`src/rtl/stall_sup_pkg.sv`:
```
package stall_sup_pkg;
  typedef struct packed {
    logic countEn;
    logic clearCnt;
  } dpStrobe_t;

  typedef struct packed {
    logic tick;
    logic initDone;
    logic timeoutHit;
  } dpStatus_t;
endpackage

```
`src/rtl/stall_sup_dp.sv`:
```
module stall_sup_dp
  import stall_sup_pkg::*;
#(
  parameter int PRESCALE   = 16,
  parameter int INIT_TICKS = 8,
  parameter int CNT_W      = 16
) (
  input  logic             clk,
  input  logic             rstN,
  input  logic [CNT_W-1:0] timeoutTicks,
  input  dpStrobe_t        strobe,
  output dpStatus_t        status
);
  localparam int PW = (PRESCALE > 1) ? $clog2(PRESCALE) : 1;
  localparam int IW = $clog2(INIT_TICKS + 1);
  localparam logic [PW-1:0] PRE_MAX  = PW'(PRESCALE - 1);
  localparam logic [IW-1:0] INIT_END = IW'(INIT_TICKS);

  logic [PW-1:0]    preCnt;
  logic [IW-1:0]    initCnt;
  logic [CNT_W-1:0] stallCnt;

  always_comb begin
    status.tick       = (preCnt == PRE_MAX);
    status.initDone   = (initCnt == INIT_END);
    status.timeoutHit = (stallCnt >= timeoutTicks);
  end

  always_ff @(posedge clk or negedge rstN) begin
    if (!rstN) preCnt <= '0;
    else if (status.tick) preCnt <= '0;
    else preCnt <= preCnt + 1'b1;
  end

  always_ff @(posedge clk or negedge rstN) begin
    if (!rstN) initCnt <= '0;
    else if (status.tick && !status.initDone) initCnt <= initCnt + 1'b1;
  end

  always_ff @(posedge clk or negedge rstN) begin
    if (!rstN) stallCnt <= '0;
    else if (strobe.clearCnt) stallCnt <= '0;
    else if (strobe.countEn && !status.timeoutHit) stallCnt <= stallCnt + 1'b1;
  end


  init_sticky_chk: assert property (@(posedge clk) disable iff (!rstN)
    status.initDone |=> status.initDone);


  frozen_count_chk: assert property (@(posedge clk) disable iff (!rstN)
    (!strobe.countEn && !strobe.clearCnt) |=> $stable(stallCnt));
endmodule

```
`src/rtl/stall_sup_ctrl.sv`:
```
module stall_sup_ctrl
  import stall_sup_pkg::*;
(
  input  logic      clk,
  input  logic      rstN,
  input  logic      runCmd,
  input  logic      unlocked,
  input  logic      decel,
  input  logic      protDisable,
  input  dpStatus_t status,
  output dpStrobe_t strobe,
  output logic      driveKill,
  output logic      logicRst
);
  logic faultQ;
  logic armed;
  logic setFault;

  always_comb begin
    armed           = runCmd && unlocked && !protDisable && status.initDone && !faultQ;
    strobe.clearCnt = !runCmd || !unlocked || protDisable || !status.initDone;
    strobe.countEn  = status.tick && armed && !decel;
    setFault        = strobe.countEn && status.timeoutHit;
    driveKill       = faultQ;
    logicRst        = !status.initDone;
  end

  always_ff @(posedge clk or negedge rstN) begin
    if (!rstN) faultQ <= 1'b0;
    else if (!runCmd) faultQ <= 1'b0;
    else if (setFault) faultQ <= 1'b1;
  end


  fault_hold_chk: assert property (@(posedge clk) disable iff (!rstN)
    $fell(driveKill) |-> $past(!runCmd));


  stop_clear_chk: assert property (@(posedge clk) disable iff (!rstN)
    !runCmd |=> !driveKill);


  trip_cause_chk: assert property (@(posedge clk) disable iff (!rstN)
    $rose(driveKill) |-> $past(runCmd && unlocked && !decel && status.tick));


  bypass_chk: assert property (@(posedge clk) disable iff (!rstN)
    (protDisable && !driveKill) |=> !driveKill);


  init_quiet_chk: assert property (@(posedge clk) disable iff (!rstN)
    logicRst |-> !driveKill);
endmodule

```
`src/rtl/stall_sup.sv`:
```
module stall_sup
  import stall_sup_pkg::*;
#(
  parameter int PRESCALE   = 16,
  parameter int INIT_TICKS = 8,
  parameter int CNT_W      = 16
) (
  input  logic             clk,
  input  logic             rstN,
  input  logic             runCmd,
  input  logic             unlocked,
  input  logic             decel,
  input  logic             protDisable,
  input  logic [CNT_W-1:0] timeoutTicks,
  output logic             driveKill,
  output logic             logicRst
);
  dpStrobe_t strobe;
  dpStatus_t status;

  stall_sup_dp #(
    .PRESCALE(PRESCALE), .INIT_TICKS(INIT_TICKS), .CNT_W(CNT_W)
  ) u_dp (
    .clk(clk), .rstN(rstN), .timeoutTicks(timeoutTicks),
    .strobe(strobe), .status(status)
  );

  stall_sup_ctrl u_ctrl (
    .clk(clk), .rstN(rstN), .runCmd(runCmd), .unlocked(unlocked),
    .decel(decel), .protDisable(protDisable), .status(status),
    .strobe(strobe), .driveKill(driveKill), .logicRst(logicRst)
  );


  reset_state_chk: assert property (@(posedge clk)
    !rstN |-> (!driveKill && logicRst));
endmodule

```
`config.mk`:
```
export PLATFORM = sky130hd
export DESIGN_NAME = stall_sup
export DESIGN_NICKNAME = d
export VERILOG_FILES = /design/src/rtl/stall_sup_pkg.sv /design/src/rtl/stall_sup_dp.sv /design/src/rtl/stall_sup_ctrl.sv /design/src/rtl/stall_sup.sv
export SDC_FILE = /design/constraint.sdc
export NUM_CORES = 1
export LEC_CHECK = 0
export BUFFER_PORTS_ARGS = -buffer_cell sky130_fd_sc_hd__buf_2
export CAP_MARGIN = 20
export CELL_PAD_IN_SITES_DETAIL_PLACEMENT = 1
export CELL_PAD_IN_SITES_GLOBAL_PLACEMENT = 1
export CORE_ASPECT_RATIO = 0.9
export CORE_MARGIN = 2
export CORE_UTILIZATION = 39
export DETAILED_ROUTE_END_ITERATION = 8
export GPL_TIMING_DRIVEN = 0
export PLACE_DENSITY_LB_ADDON = 0.12
export RECOVER_POWER = 100
export SETUP_SLACK_MARGIN = 0.1
export SYNTH_ARGS = -nofsm -noshare
export SYNTH_HDL_FRONTEND = slang
export SYNTH_HIERARCHICAL = 1
export SYNTH_SLANG_ARGS = --single-unit
```
`constraint.sdc`:
```
create_clock -name clk -period 2.3 [get_ports clk]
set_input_delay 0.23 -clock clk [delete_from_list [all_inputs] [get_ports clk]]
set_output_delay 0.23 -clock clk [all_outputs]
set_load 0.05 [all_outputs]
```
Word-level counts from Yosys, hierarchy flattened
Index checks and enable logic that the tools add are counted.
{ "word_totals": {"reg_bits": 25, "in_bits": 22, "out_inout_bits": 2, "elab_cells": 36} }
{ "op_classes": {"n_addsub": 3, "order_cmp": 1, "eq_ne": 3, "muxes": 5, "n_reduce_logical": 20} }
{ "op_table": {"columns": ["cell", "n"], "rows": [
  ["16-bit 2-to-1 mux", 2],
  ["16-bit by 1-bit adder with 16-bit output, second input constant", 1],
  ["16-bit greater-or-equal comparator", 1],
  ["1-bit logical AND", 9],
  ["4-bit by 1-bit adder with 4-bit output, second input constant", 2],
  ["4-bit == test, second input constant", 2],
  ["1-bit zero test", 7],
  ["4-bit 2-to-1 mux", 1],
  ["1-bit logical OR", 3],
  ["1-bit 2-to-1 mux", 2],
  ["2-bit by 1-bit inequality test with 1-bit output, second input constant", 1],
  ["2-bit nonzero test", 1]
]} }

Logic depth before layout (Yosys ltp)
{ "depth": {"word_depth": 9, "mapped_depth": 12} }

By module
Netlist, hierarchy kept.
{ "modules_own_cells": {"columns": ["module", "instances", "cells_each", "area_per_inst_um2", "seq_area_each_um2"], "rows": [
  ["stall_sup_dp", 1, 183, 1650.3, 600.6],
  ["stall_sup_ctrl", 1, 7, 83.8, 25.0]
]} }

Least setup slack after synthesis
OpenSTA, ideal clock, no wires.
{ "synth_path": {"path_kind": "flip-flop to flip-flop", "start": "register u_dp.stallCnt[5]", "end": "register u_dp.stallCnt[8]", "setup_time_ps": 125, "t_arrival_ps": 2234, "t_required_ps": 2175, "slack_ps": -59, "stages_incl_launch_ff": 8, "path_buffers": 0, "synth_period_minus_slack_ps": 2359, "cell_sequence": "dfrtp_1 ha_1 and3_4 a221o_1 a211oi_4 o21ai_2 nor4_1 mux2_2"} }
{ "synth_via": {"elab_chain_len": 4, "word_cells_on_any_way": 7} }
{ "synth_rtl": {"columns": ["element", "line_no", "rtl"], "rows": [
  ["start, declared", "stall_sup_dp.sv:21", "logic [CNT_W-1:0] stallCnt;"],
  ["start signal, assigned", "stall_sup_dp.sv:43", "else if (strobe.countEn && !status.timeoutHit) stallCnt <= stallCnt + 1'b1;"],
  ["16-bit greater-or-equal comparator", "stall_sup_dp.sv:26", "status.timeoutHit = (stallCnt >= timeoutTicks);"],
  ["1-bit zero test", "stall_sup_dp.sv:43", null],
  ["1-bit logical AND", "stall_sup_dp.sv:43", null],
  ["2-bit nonzero test (no source line)", null, null]
]} }
Parallel ways exist; a longest one is shown, timed or not. The select of a mux whose other input is x is not followed.
A chain may end at the register's enable or synchronous reset.

Final worst setup path
{ "layout_path": {"start": "register u_dp.stallCnt[5]", "end": "register u_dp.stallCnt[12]"} }
Same word-level chain as after synthesis.

==> reports/results.tsv <==
metric	value	unit
RSZ-0062 raised after global routing	yes	
HPWL after DPL	3530	µm
synth warn	6	
Worst R2R End	u_dp/stallCnt[12]	
post-synthesis sequential area ratio	36.1	%
Switch Pwr	0.192	mW
clk_lat worst skew	270	ps
CTS tree	yes	
register share of total power	55.8	%
Worst setup startpoint	u_dp/stallCnt[5]	
reg2reg setup slack	-160	ps
Synth-to-Final Area Change	35.4	%
mapped cell area	1730	µm²
H-Tree Depth	1	
clock buffer depth	2	
placer's final routability congestion estimate	0.835	
Peak Freq	407	MHz
Layout Cells excl Fill	295	
Core Region	4180	µm²
Clk Tree Root Cell	clkbuf_8	
share of post-route cells with drive strength above 1	35.7	%
clock sink count	25	
Post-synth EDFFs	0	
Power Internal	0.595	mW
wire per inst	17.9	µm
dpl cells	273	
Final nets	278	
initial DRC count	50	
number of diodes	0	
switch share	24.4	%
min Tclk post-route	2460	ps
Cells after Synth	190	
pre-CTS setup slack	-414	ps
CTS clk-pin slew, worst paths	100	ps
Comb power frac	9.2	%
final WL	5270	µm
Hold Vio Cnt, Final	0	
hold depth	3	
fin crit share	107	%
CTS buffer count	3	
Worst-Margin Slew	1440	ps
Crit. End Element	flop	
1st-pass router iterations	4	
Startpoint Class	flop	
CP Class	reg2reg	
most frequent cells in the layout	24 x inv_1, 24 x dfrtp_1, 20 x buf_2, 16 x ha_1, 14 x nor2_1	
Critical Path AT	2670	ps
failing checks	setup timing	
Slew Limit Fails	0	
status	complete, but fails checks	
power per cell area	335	nW/µm²
Syn Area/Cell	9.13	µm²
largest net degree at the start of global routing	26	
first-pass GRT wire length	8450	µm
Req. time, crit path	2510	ps
DIE WIDTH	74.3	µm
number of global-route vias before repair	1753	
worst IR drop on VDD	0.000263	V
Leakage	1.07	nW
Cell Area, Placed	1940	µm²
Max-Cap Viols	0	
port bufs	23	
count of final setup violators	10	
DIE HEIGHT	67.3	µm
Total Routing Usage GR	22.6	%
Final Util	56.1	%
Post-Route Skew	3.72	ps
FF-to-FF path depth	7	
Vias	1586	
Worst Setup EP	u_dp/stallCnt[12]	
Synth Register Bits	25	
Clk pwr share	35.0	%
# rows	22	
Relative slew margins	3.84	%
Routed Antenna Nets	0	
initial antenna violation count	0	
total gr overflow	0	
Vias/cell	5.38	
Top FF cell, synth	dfrtp_1	
final routed DRC violation total	0	
sum of negative setup slack	-907	ps
R2R Path Start	u_dp/stallCnt[5]	
ys async rst share	100	%
final setup margin	-158	ps
IO Pins	24	
CP max FO	8	
total die area	5000	µm²
Cell variety after synth	42	
Finished Cell Area	2350	µm²
Starting Density	41.4	%
Post-Syn Nets	232	
Hold Crit Class	in2reg	
[cell type report]
class / count / area, µm²
buffer: 3 / 23.8
clock buffer: 3 / 41.3
clock inverter: 1 / 5.00
fill: 489 / 1840
inverter: 26 / 97.6
multi-input combinational: 136 / 1210
sequential: 25 / 627
tap: 60 / 75.1
timing repair buffer: 41 / 264
[critical path: stages (launching register included)]
cell and delay (ps):
dfrtp_1 410, ha_1 290, and3_4 170, a221o_1 370, a211oi_4 290, o21ai_4 160
or4b_4 580, a21oi_2 130
[through the flow]
step	hold WS (ps)	total power, mW
4_1_cts	232	0.782
2_1_floorplan	-65.6	0.469
6_report	225	0.787
3_3_place_gp	266	0.500
3_5_place_dp	276	0.503
5_1_grt	267	0.817
[state kept, by name, indices dropped and copies added, names as in the netlist]
name	count
u_ctrl/driveKill	1
u_dp/preCnt	4
u_dp/initCnt	4
u_dp/stallCnt	16
[kinds of logic (layout without fill, tap and decap cells)]
logic type / count (synthesis) / in the layout / synth area share [%]
adders and majority gates: 20 / 20 / 14.4
AOI/OAI and AO/OA: 40 / 40 / 15.0
and+or+nand+nor: 65 / 65 / 21.6
buffers and inverters: 29 / 74 / 6.85
muxes: 4 / 4 / 2.53
xor gates and xnor gates: 7 / 7 / 3.54
DFF: 25 / 25 / 36.1
[per-layer routing]
layer | track usage [%] | wire length [µm]
met5 | 0 | 0
met1 | 26.5 | 2230
met3 | 4.78 | 146
met2 | 42.3 | 2830
met4 | 4.91 | 59
[power groups by stage]
stage	Combinational [mW]	Sequential, mW	Clock, mW
2_1_floorplan	0.0209	0.448	0
3_3_place_gp	0.0524	0.448	0
3_5_place_dp	0.0555	0.448	0
4_1_cts	0.0627	0.439	0.280
5_1_grt	0.0808	0.439	0.297
6_report	0.0723	0.439	0.275
[how the worst min path moves through the flow]
stage                              endpoint   start
final                      u_ctrl/driveKill  runCmd
after global routing       u_ctrl/driveKill  runCmd
after CTS                  u_ctrl/driveKill  runCmd
after detailed placement  u_dp/stallCnt[15]    rstN
after global placement    u_dp/stallCnt[15]    rstN
after floorplan            u_ctrl/driveKill    rstN
[timing repair]
| item | CTS | global route |
|---|---|---|
| pin swaps | 22 | 18 |
| gates resized for setup | 18 | 29 |
| hold buffers | 1 | 0 |
| setup endpoints to repair | 15 | 17 |
| buffers inserted | 13 | 5 |
| hold endpoints to repair | 25 | 0 |
[cell usage after synthesis (all sizes together), types with 4 or more instances]
cell type  count  area share [%]
a21oi         12             3.5
or4            5             2.2
o21ai         14             4.3
nor2          15             3.2
or3            4             1.6
inv           26             5.6
dfrtp         25              36
xor2           4             2.0
nand3          7             2.0
and3           4             1.7
nand4          4             1.4
ha            20              14
nand2         11             2.4
No activity file was read; power rests on OpenSTA's default activity.
